==> config.mk <==
export PLATFORM = sky130hd
export DESIGN_NAME = svec_index_seq
export DESIGN_NICKNAME = d
export VERILOG_FILES = /design/src/rtl/svec_pkg.sv /design/src/rtl/svec_encode.sv /design/src/rtl/svec_bank_step.sv /design/src/rtl/svec_legal.sv /design/src/rtl/svec_index_seq.sv
export SDC_FILE = /design/constraint.sdc
export NUM_CORES = 1
export LEC_CHECK = 0
export ABC_AREA = 1
export CORE_ASPECT_RATIO = 0.6
export CORE_MARGIN = 2
export CORE_UTILIZATION = 55
export DETAILED_ROUTE_END_ITERATION = 16
export DONT_BUFFER_PORTS = 1
export GPL_TIMING_DRIVEN = 1
export HOLD_SLACK_MARGIN = 0.02
export PLACE_DENSITY = 0.7
export SYNTH_ARGS = -nofsm -noshare
export SYNTH_HDL_FRONTEND = slang
export SYNTH_SLANG_ARGS = --single-unit
==> constraint.sdc <==
create_clock -name clk -period 2.3 [get_ports clk]
set_clock_uncertainty 0.15 [all_clocks]
set_input_delay 0.345 -clock clk [delete_from_list [all_inputs] [get_ports clk]]
set_output_delay 0.345 -clock clk [all_outputs]
set_load 0.1 [all_outputs]
==> src/rtl/svec_pkg.sv <==
package svec_pkg;
    localparam int BASE_W  = 4;
    localparam int IDX_W   = BASE_W + 1;
    localparam int LEN_W   = 4;
    localparam int STR_W   = 2;
    localparam int SGL_LOG = 3;   // 8 singles per bank
    localparam int DBL_LOG = 2;   // 4 doubles per bank

    typedef logic [IDX_W-1:0] idx_t;

    typedef struct packed {
        logic             valid;
        logic             done;
        logic             unpred;
        logic             dbl;
        logic [STR_W-1:0] stride;
        logic             m_fix;
        logic [LEN_W-1:0] left;
        idx_t             d;
        idx_t             n;
        idx_t             m;
    } seq_t;

    function automatic logic same_bank(idx_t a, idx_t b, logic dbl);
        if (dbl) return a[IDX_W-1:DBL_LOG] == b[IDX_W-1:DBL_LOG];
        return a[IDX_W-1:SGL_LOG] == b[IDX_W-1:SGL_LOG];
    endfunction
endpackage

==> src/rtl/svec_encode.sv <==
module svec_encode
    import svec_pkg::*;
(
    input  logic [BASE_W-1:0] base_i,
    input  logic              ext_i,
    input  logic              dbl_i,
    output idx_t              idx_o,
    output logic              scalar_o
);
    always_comb begin
        // double: extra bit selects the upper half; single: extra bit is the LSB
        idx_o = dbl_i ? {ext_i, base_i} : {base_i, ext_i};
        if (dbl_i) scalar_o = (idx_o[IDX_W-2:DBL_LOG] == '0);
        else       scalar_o = (idx_o[IDX_W-1:SGL_LOG] == '0);
    end
endmodule

==> src/rtl/svec_bank_step.sv <==
module svec_bank_step
    import svec_pkg::*;
(
    input  idx_t             cur_i,
    input  logic             dbl_i,
    input  logic [STR_W-1:0] stride_i,
    output idx_t             nxt_o
);
    logic [SGL_LOG-1:0] s_lo;
    logic [DBL_LOG-1:0] d_lo;

    always_comb begin
        s_lo  = cur_i[SGL_LOG-1:0] + SGL_LOG'(stride_i);
        d_lo  = cur_i[DBL_LOG-1:0] + DBL_LOG'(stride_i);
        nxt_o = dbl_i ? {cur_i[IDX_W-1:DBL_LOG], d_lo}
                      : {cur_i[IDX_W-1:SGL_LOG], s_lo};
    end
endmodule

==> src/rtl/svec_legal.sv <==
module svec_legal
    import svec_pkg::*;
(
    input  logic [LEN_W-1:0] len_i,
    input  logic [STR_W-1:0] stride_i,
    input  logic             dbl_i,
    output logic             illegal_o
);
    localparam int PW = LEN_W + STR_W;
    logic [PW-1:0] span;
    logic [PW-1:0] bank;
    logic          bad_str;

    always_comb begin
        span      = PW'(len_i) * PW'(stride_i);
        bank      = dbl_i ? PW'(1 << DBL_LOG) : PW'(1 << SGL_LOG);
        bad_str   = !(stride_i == STR_W'(1) || stride_i == STR_W'(2));
        illegal_o = bad_str
                 || (len_i == '0)
                 || (span > bank)
                 || ((len_i == LEN_W'(1)) && (stride_i != STR_W'(1)));
    end
endmodule

==> src/rtl/svec_index_seq.sv <==
module svec_index_seq
    import svec_pkg::*;
(
    input  logic              clk,
    input  logic              rst_n,
    input  logic              start_i,
    input  logic              dbl_i,
    input  logic [BASE_W-1:0] d_base_i,
    input  logic              d_ext_i,
    input  logic [BASE_W-1:0] n_base_i,
    input  logic              n_ext_i,
    input  logic [BASE_W-1:0] m_base_i,
    input  logic              m_ext_i,
    input  logic [LEN_W-1:0]  len_i,
    input  logic [STR_W-1:0]  stride_i,
    output logic              valid_o,
    output idx_t              idx_d_o,
    output idx_t              idx_n_o,
    output idx_t              idx_m_o,
    output logic              done_o,
    output logic              unpred_o
);
    localparam int NOPS = 3;   // 0 = d, 1 = n, 2 = m

    seq_t st_d, st_q;

    logic [BASE_W-1:0] base_a [NOPS];
    logic              ext_a  [NOPS];
    idx_t              enc_a  [NOPS];
    logic              scl_a  [NOPS];
    idx_t              cur_a  [NOPS];
    idx_t              nxt_a  [NOPS];
    logic              illegal;

    always_comb begin
        base_a[0] = d_base_i; ext_a[0] = d_ext_i; cur_a[0] = st_q.d;
        base_a[1] = n_base_i; ext_a[1] = n_ext_i; cur_a[1] = st_q.n;
        base_a[2] = m_base_i; ext_a[2] = m_ext_i; cur_a[2] = st_q.m;
    end

    for (genvar g = 0; g < NOPS; g++) begin : g_op
        svec_encode u_enc (
            .base_i   (base_a[g]),
            .ext_i    (ext_a[g]),
            .dbl_i    (dbl_i),
            .idx_o    (enc_a[g]),
            .scalar_o (scl_a[g])
        );
        svec_bank_step u_step (
            .cur_i    (cur_a[g]),
            .dbl_i    (st_q.dbl),
            .stride_i (st_q.stride),
            .nxt_o    (nxt_a[g])
        );
    end

    svec_legal u_legal (
        .len_i     (len_i),
        .stride_i  (stride_i),
        .dbl_i     (dbl_i),
        .illegal_o (illegal)
    );

    always_comb begin
        st_d        = st_q;
        st_d.done   = 1'b0;
        st_d.unpred = 1'b0;
        if (st_q.valid) begin
            if (st_q.left == '0) begin
                st_d.valid = 1'b0;
                st_d.done  = 1'b1;
            end else begin
                st_d.left = st_q.left - LEN_W'(1);
                st_d.d    = nxt_a[0];
                st_d.n    = nxt_a[1];
                if (!st_q.m_fix) st_d.m = nxt_a[2];
            end
        end else if (start_i) begin
            if (illegal) begin
                st_d.unpred = 1'b1;
            end else begin
                st_d.valid  = 1'b1;
                st_d.dbl    = dbl_i;
                st_d.stride = stride_i;
                st_d.m_fix  = scl_a[2];
                st_d.left   = scl_a[0] ? '0 : len_i - LEN_W'(1);
                st_d.d      = enc_a[0];
                st_d.n      = enc_a[1];
                st_d.m      = enc_a[2];
            end
        end
    end

    always_ff @(posedge clk or negedge rst_n) begin
        if (!rst_n) st_q <= '0;
        else        st_q <= st_d;
    end

    assign valid_o  = st_q.valid;
    assign done_o   = st_q.done;
    assign unpred_o = st_q.unpred;
    assign idx_d_o  = st_q.d;
    assign idx_n_o  = st_q.n;
    assign idx_m_o  = st_q.m;


    done_after_last_chk: assert property (@(posedge clk) disable iff (!rst_n)
        done_o |-> ($past(valid_o) && !valid_o));

    unpred_quiet_chk: assert property (@(posedge clk) disable iff (!rst_n)
        unpred_o |-> (!valid_o && !done_o && !$past(valid_o)));

    m_hold_chk: assert property (@(posedge clk) disable iff (!rst_n)
        (valid_o && $past(valid_o) && $past(st_q.m_fix)) |-> $stable(idx_m_o));

    bank_keep_chk: assert property (@(posedge clk) disable iff (!rst_n)
        (valid_o && $past(valid_o)) |->
            (same_bank(idx_d_o, $past(idx_d_o), st_q.dbl)
          && same_bank(idx_n_o, $past(idx_n_o), st_q.dbl)));
endmodule

==> results of run 1 <==
==> placed cells by master, fill, tap and decap left out, drive strengths merged <==
| master | netlist | routed |
|---|---|---|
| nand2 | 106 | 106 |
| inv | 39 | 39 |
| buf | 20 | 29 |
| dfrtp | 26 | 26 |
| nand3 | 24 | 25 |
| nor2 | 16 | 16 |
| ha | 13 | 13 |
| o21ai | 12 | 12 |
| a21oi | 11 | 11 |
| clkbuf | 1 | 4 |
| fa | 4 | 4 |
| nor3 | 3 | 3 |
| xor2 | 3 | 3 |
| or2 | 3 | 3 |
| o211ai | 3 | 3 |
| xnor2 | 3 | 3 |
| clkinv | 2 | 2 |
| a21o | 1 | 1 |
| mux2i | 1 | 1 |
| a31oi | 1 | 1 |
| nor4 | 1 | 1 |
| nand4 | 1 | 1 |
| dlygate4sd3 | 0 | 1 |
==> layout make-up <==
class                           instances  share of cell area (%)
Sequential cell                        26                    26.7
Multi-Input combinational cell        207                    51.4
Timing Repair Buffer                   30                    10.3
Tap cell                               47                    2.42
Clock buffer                            4                    2.26
Inverter                               41                    6.84
==> state kept, by name, summed over array words and instances, names as in the netlist <==
signal and flops:
st_q 8, idx_d_o 5, idx_m_o 5, idx_n_o 5
done_o 1, unpred_o 1, valid_o 1
==> power breakdown <==
group	internal (mW)	switching, mW
sequential	0.651	0.165
combinational	0.561	1.66
clock	0.153	0.149
total	1.37	1.98
==> cells by family after synthesis <==
kind of cell / count (synthesis)
and+or+nand+nor: 154
buffers and inverters: 62
AOI/OAI and AO/OA: 28
DFF: 26
adders and majority gates: 17
xor gates and xnor gates: 6
muxes: 1
==> final timing paths <==
| kind | from | to | cells past startpoint |
|---|---|---|---|
| setup / recovery | len_i[1] | idx_n_o[0]$_DFFE_PN0P_ | 16 |
| hold / removal | stride_i[0] | st_q[20]$_DFFE_PN0P_ | 2 |
| hold reg to reg | st_q[16]$_DFFE_PN0P_ | st_q[16]$_DFFE_PN0P_ | 2 |
| min in group asynchronous | rst_n | valid_o$_DFF_PN0_ | 2 |
| setup reg to reg | st_q[15]$_DFFE_PN0P_ | valid_o$_DFF_PN0_ | 7 |
| max in group asynchronous | rst_n | st_q[20]$_DFFE_PN0P_ | 2 |
==> through the flow <==
step / instance area (sq um) / cells
after floorplan: 2100 / 294
after global placement: 2190 / 344
after detailed placement: 2190 / 344
after CTS: 2300 / 352
after global routing: 2430 / 355
final: 2430 / 355
==> metal layers <==
metal / track usage (%) / wire [um] / up-vias
li1: - / - / 937
met2: 35.9 / 2150 / 78
met1: 39.1 / 2550 / 891
met4: 1.91 / 0 / 0
met5: 0 / 0 / -
met3: 10.2 / 579 / 0
==> timing repair <==
action / 4_1_cts / 5_1_grt
pin swaps: 5 / 1
hold buffers: 2 / 0
resized for setup: 1 / 26
endpoints found under the setup margin: 14 / 24
cloned: 1 / 0
setup buffers: 1 / 3
hold endpoints to repair: 26 / 0
==> metrics.cfg, run 1 <==
[detailed_routing]
vias=1906
via_per_inst=5.37
drt_pass1_iterations=4
ant_nets=0
routed_wl_mm=5.28
drtIter0Drc=157
wire_per_inst_um=14.9
drc=0

[setup_path]
cp.arrival_ns=2.29
critPathBufInv=3
cp.required_ns=2.31
crit_path_top_delay_cell=fa_2
critical_path_peak_fanout=6
critPathMaxStageDelay_ns=0.35
path_cells=nand2_8 > inv_4 > ha_4 > inv_2 > fa_2 > xnor2_2 > ha_4 > nand2_2 > nor2_1 > nor2_1 > nor2_2 > nand3_4 > nand2_4 > inv_6 > nand2_1 > nand3_1
worstSetupPathType=primary input to register
worstSetupStartpointType=primary input
r2r_slack_ns=0.45
cp_top_family=simple AND/OR/NAND/NOR gates
endpoint_kind=register

[global_routing]
grt_pass1_wl_mm=8.58
grt_overflow=0
grt_usage_pct=25.9
antenna_found_initial=0
grt_pass1_vias=1753
grt_max_degree=27

[floorplan]
rows=17
fp.dieW_um=83.0
initial_utilization_pct=56.6
pin_count=43
die_area_sq_um=4260
coreArea_sq_um=3640
die_y_um=51.4

[worst_hold_path]
hp-class=primary input to register

[logic_synthesis]
synth_cell_types=29
yosys_warnings=0
synth_edf_count=0
synth_most_common_cell=nand2_1
ys.flop_type=dfrtp_1
async_flop_share_pct=100
syn_nets=336
synth-seq-cells=26
seq_area_frac_synth_pct=31.6
synth_top_area_share_pct=31.6
synth_top_family_by_area=simple AND/OR/NAND/NOR gates
synth_top_cells_by_count=104 x nand2_1, 37 x inv_1, 26 x dfrtp_1
synth_compound_area_share_pct=7.36
synth_mux_area_share_pct=0.486
syn_inst=294
synth_area_leader_cell=dfrtp_1
synthSimpleGateAreaFrac_pct=31.6
synthXorXnorAreaFrac_pct=2.55
syn_area_sq_um=2060
avgSynthCellArea_sq_um=7.00
synth_fa_ha_area_share_pct=11.8
synth.area.top_cells=dfrtp_1 32%, nand2_1 19%, ha_1 7.9%

[timing]
grt_setup_unrepaired=yes
setup_tns_ns=0
final_hold_viol_count=0
period_minus_slack_ns=2.28
max_freq_mhz=439
maxSlewViolCount=0
fin_crit_sh_pct=99.1
layout_setup_ws_ns=0.0216
finalSetupViolations=0
whs_ns=0.0460
worst_pin_slew_ns=0.501
maxSlewHeadroom_pct=66.5

[final_layout]
layout-drive-gt1-share_pct=21.8
n_antenna_cell=0
seqCellArea_sq_um=651
nets=351
multi_input_area_sq_um=1250
fin_util_pct=66.9
fillers=324
area_growth_pct=18.2

[placed_design]
dp_slack_ns=-0.339
place.gp.congestion=0.869
port_buffers=0
hpwl_mm=4.05

[run_status]
outcome=complete, no violations

[cts]
cts_buffers=3
ctsLongestPathBuffers=2
clock_latency_ns=0.27
clock-sinks=26
cts_root_buf=clkbuf_8
clk_pin_slew_ns=0.09
ctsHtreeMaxLevel=1
tritoncts=yes

[pwr]
power_density_nw_per_um2=1370
vdd_drop_max_mv=1.04
p_leak_nw=1.34
power_mw=3.34

[flow_run]
cap_viol_max_count=0

Note: power is estimated with default switching activity, not from simulation.
==> inputs of run 2 (changes only) <==
--- a/config.mk
+++ b/config.mk
@@ -7,7 +7,7 @@
 export LEC_CHECK = 0
 export ABC_AREA = 1
 export CORE_ASPECT_RATIO = 0.6
-export CORE_MARGIN = 2
+export CORE_MARGIN = 3
 export CORE_UTILIZATION = 55
 export DETAILED_ROUTE_END_ITERATION = 16
 export DONT_BUFFER_PORTS = 1
@@ -16,4 +16,5 @@
 export PLACE_DENSITY = 0.7
 export SYNTH_ARGS = -nofsm -noshare
 export SYNTH_HDL_FRONTEND = slang
+export SYNTH_HIERARCHICAL = 1
 export SYNTH_SLANG_ARGS = --single-unit
==> run 2 against run 1 <==
  * The flow now finishes with violations (setup timing)
  * Die area up 8.9%
  * Largest power group unchanged
  * Sequential power down 2%
  * Clock-buffer cell count down 1
  * Critical path depth up 4
  * Clock power up 25%
  * Sequential share of layout area down 0.22 points
  * Area after synthesis up 2.6%
  * Global-route usage down 4.3 points
  * Register-to-register slack better by 0.08 ns
  * Critical path type unchanged
  * Worst hold slack worse by 0.016 ns
  * Synthesized cell count up 7.5%
==> metrics.cfg, run 2 <==
[floorplan]
fp.dieW_um=86  ; +3.6%
rows=16  ; -1
die_area_sq_um=4640  ; +8.9%
initial_utilization_pct=61.0  ; +4.4 points
coreArea_sq_um=3460  ; -4.8%
pin_count=43  ; unchanged
die_y_um=54  ; +5.1%

[cts]
ctsLongestPathBuffers=2  ; unchanged
clk_pin_slew_ns=0.09  ; about the same
clock-sinks=26  ; unchanged
cts_root_buf=clkbuf_8
ctsHtreeMaxLevel=1  ; unchanged
tritoncts=yes
clock_latency_ns=0.27  ; about the same
cts_buffers=3  ; unchanged

[placed_design]
dp_slack_ns=-0.377  ; -0.0382 ns
hpwl_mm=3.51  ; -13%
port_buffers=0  ; unchanged
place.gp.congestion=0.906  ; +4.2%

[setup_path]
cp.required_ns=2.37  ; +0.06 ns
critPathBufInv=4  ; +1
critical_path_peak_fanout=7  ; +1
cp_top_family=simple AND/OR/NAND/NOR gates
critPathMostFrequentCell=nand2_1
endpoint_kind=register
critPathMaxStageDelay_ns=0.34  ; about the same
worstSetupPathType=primary input to register
cp.arrival_ns=2.44  ; +0.15 ns
crit_path_top_delay_cell=fa_2
r2r_slack_ns=0.53  ; +0.08 ns
path_cells=nand2_8 > inv_4 > ha_4 > inv_2 > fa_2 > xnor2_1 > ha_1 > nand2_1 > nor2_1 > nand2_1 > nand2_1 > nand2_1 > inv_2 > nand2_4 > nor2_4 > nand2_8 > nand2_8 > buf_6 > nand3_2 > nand2_1
worstSetupStartpointType=primary input

[global_routing]
grt_overflow=0  ; unchanged
grt_max_degree=27  ; unchanged
grt_pass1_vias=1656  ; -5.5%
grt_pass1_wl_mm=7.84  ; -8.6%
grt_usage_pct=21.6  ; -4.3 points
antenna_found_initial=0  ; unchanged

[final_layout]
layout_commonest_cell=nand2_1
n_antenna_cell=0  ; unchanged
layout-drive-gt1-share_pct=20.1  ; -1.6 points
nets=365  ; +4.0%
largest_reg_flops=8  ; unchanged
seqCellArea_sq_um=651  ; unchanged
fillers=287  ; -11%
layout_common_cells=150 x nand2_1, 26 x inv_1, 26 x dfrtp_1, 24 x buf_4, 20 x nand3_1
largest_register=st_q
area_growth_pct=16.2
multi_input_area_sq_um=1250  ; -0.40%

[timing]
layout_setup_ws_ns=-0.0731  ; -0.0947 ns
final_hold_viol_count=0  ; unchanged
max_freq_mhz=421  ; -4.0%
maxSlewViolCount=0  ; unchanged
maxSlewHeadroom_pct=77.1  ; +11 points
finalSetupViolations=22  ; +22
worst_pin_slew_ns=0.343  ; -0.158 ns
fin_crit_sh_pct=103  ; +4.1 points
grt_setup_unrepaired=yes
period_minus_slack_ns=2.37  ; +0.0947 ns

[pwr]
vdd_drop_max_mv=1.09  ; +4.5%
power_mw=3.27  ; -2.2%
p_leak_nw=1.40  ; +4.1%
power_density_nw_per_um2=1330  ; -3.0%

[detailed_routing]
routed_wl_mm=4.68  ; -12%
drt_pass1_iterations=4  ; unchanged
ant_nets=0  ; unchanged
drtIter0Drc=107  ; -32%
vias=1805  ; -5.3%
wire_per_inst_um=12.7  ; -15%
via_per_inst=4.90  ; -8.6%
drc=0  ; unchanged

[logic_synthesis]
syn_area_sq_um=2110  ; +2.6%
avgSynthCellArea_sq_um=6.68  ; -4.5%
syn_inst=316  ; +7.5%
yosys_warnings=6  ; +6
syn_nets=357  ; +6.3%

[worst_hold_path]
hp-class=primary input to register

[run_status]
outcome=complete, but fails checks
violations=setup timing

[flow_run]
cap_viol_max_count=0  ; unchanged

-- run 2: final cells by class --
class	instances	area share (%)
Multi-Input combinational cell	225	50.8
Sequential cell	26	26.5
Timing Repair Buffer	31	10.8
Inverter	37	6.68
Tap cell	45	2.29
Clock buffer	3	1.68
Clock inverter	1	1.22
-- run 2: report_power, final --
part | internal, mW | total, mW | switching [mW]
Clock | 0.233 | 0.380 | 0.147
Sequential | 0.645 | 0.799 | 0.154
Combinational | 0.517 | 2.09 | 1.57
-- run 2: worst register-to-register path: cells and delay by family (launching register included) --
kind	cells	cell delay (ns)
buf+inv	2	0.44
flops	1	0.41
simple gates	4	0.51
fa+ha+maj	1	0.16
-- run 2: timing repair --
| item | 4_1_cts | 5_1_grt |
|---|---|---|
| resized for setup | 16 | 19 |
| hold buffers | 3 | 0 |
| pin swaps | 4 | 24 |
| setup endpoints to repair | 21 | 24 |
| setup buffers | 2 | 2 |
| hold endpoints to repair | 27 | 0 |
-- run 2: stage by stage --
| stage | util, % | TNS (ns) | instance area, sq um | hold WS [ns] | std cells |
|---|---|---|---|---|---|
| floorplan | - | -4.75 | 2140 | -0.101 | 316 |
| global placement | 62.6 | -6.40 | 2170 | -0.0996 | 357 |
| detailed placement | 62.6 | -7.57 | 2170 | -0.0995 | 357 |
| CTS | 67.9 | -0.335 | 2350 | 0.0303 | 366 |
| global route | 70.8 | -4.42 | 2450 | 0.0210 | 368 |
| finish | 70.8 | -1.30 | 2450 | 0.0302 | 368 |
-- run 2: final timing paths --
| path | start | depth (start not counted) | end |
|---|---|---|---|
| max | stride_i[1] | 20 | idx_m_o[3]$_DFFE_PN0P_ |
| min reg2reg | st_q[16]$_DFFE_PN0P_ | 2 | st_q[16]$_DFFE_PN0P_ |
| max reg2reg | st_q[15]$_DFFE_PN0P_ | 7 | idx_n_o[2]$_DFFE_PN0P_ |
| max in group asynchronous | rst_n | 2 | idx_d_o[0]$_DFFE_PN0P_ |
| min | stride_i[0] | 2 | st_q[20]$_DFFE_PN0P_ |
| min in group asynchronous | rst_n | 2 | idx_d_o[4]$_DFFE_PN0P_ |
-- run 2: layer usage --
metal	global-route usage, %	vias up	part of all wire [%]
met1	32.9	804	52
met4	1.58	0	0.21
li1	-	953	-
met3	5.05	2	6.3
met2	32.2	46	41
met5	0	-	0
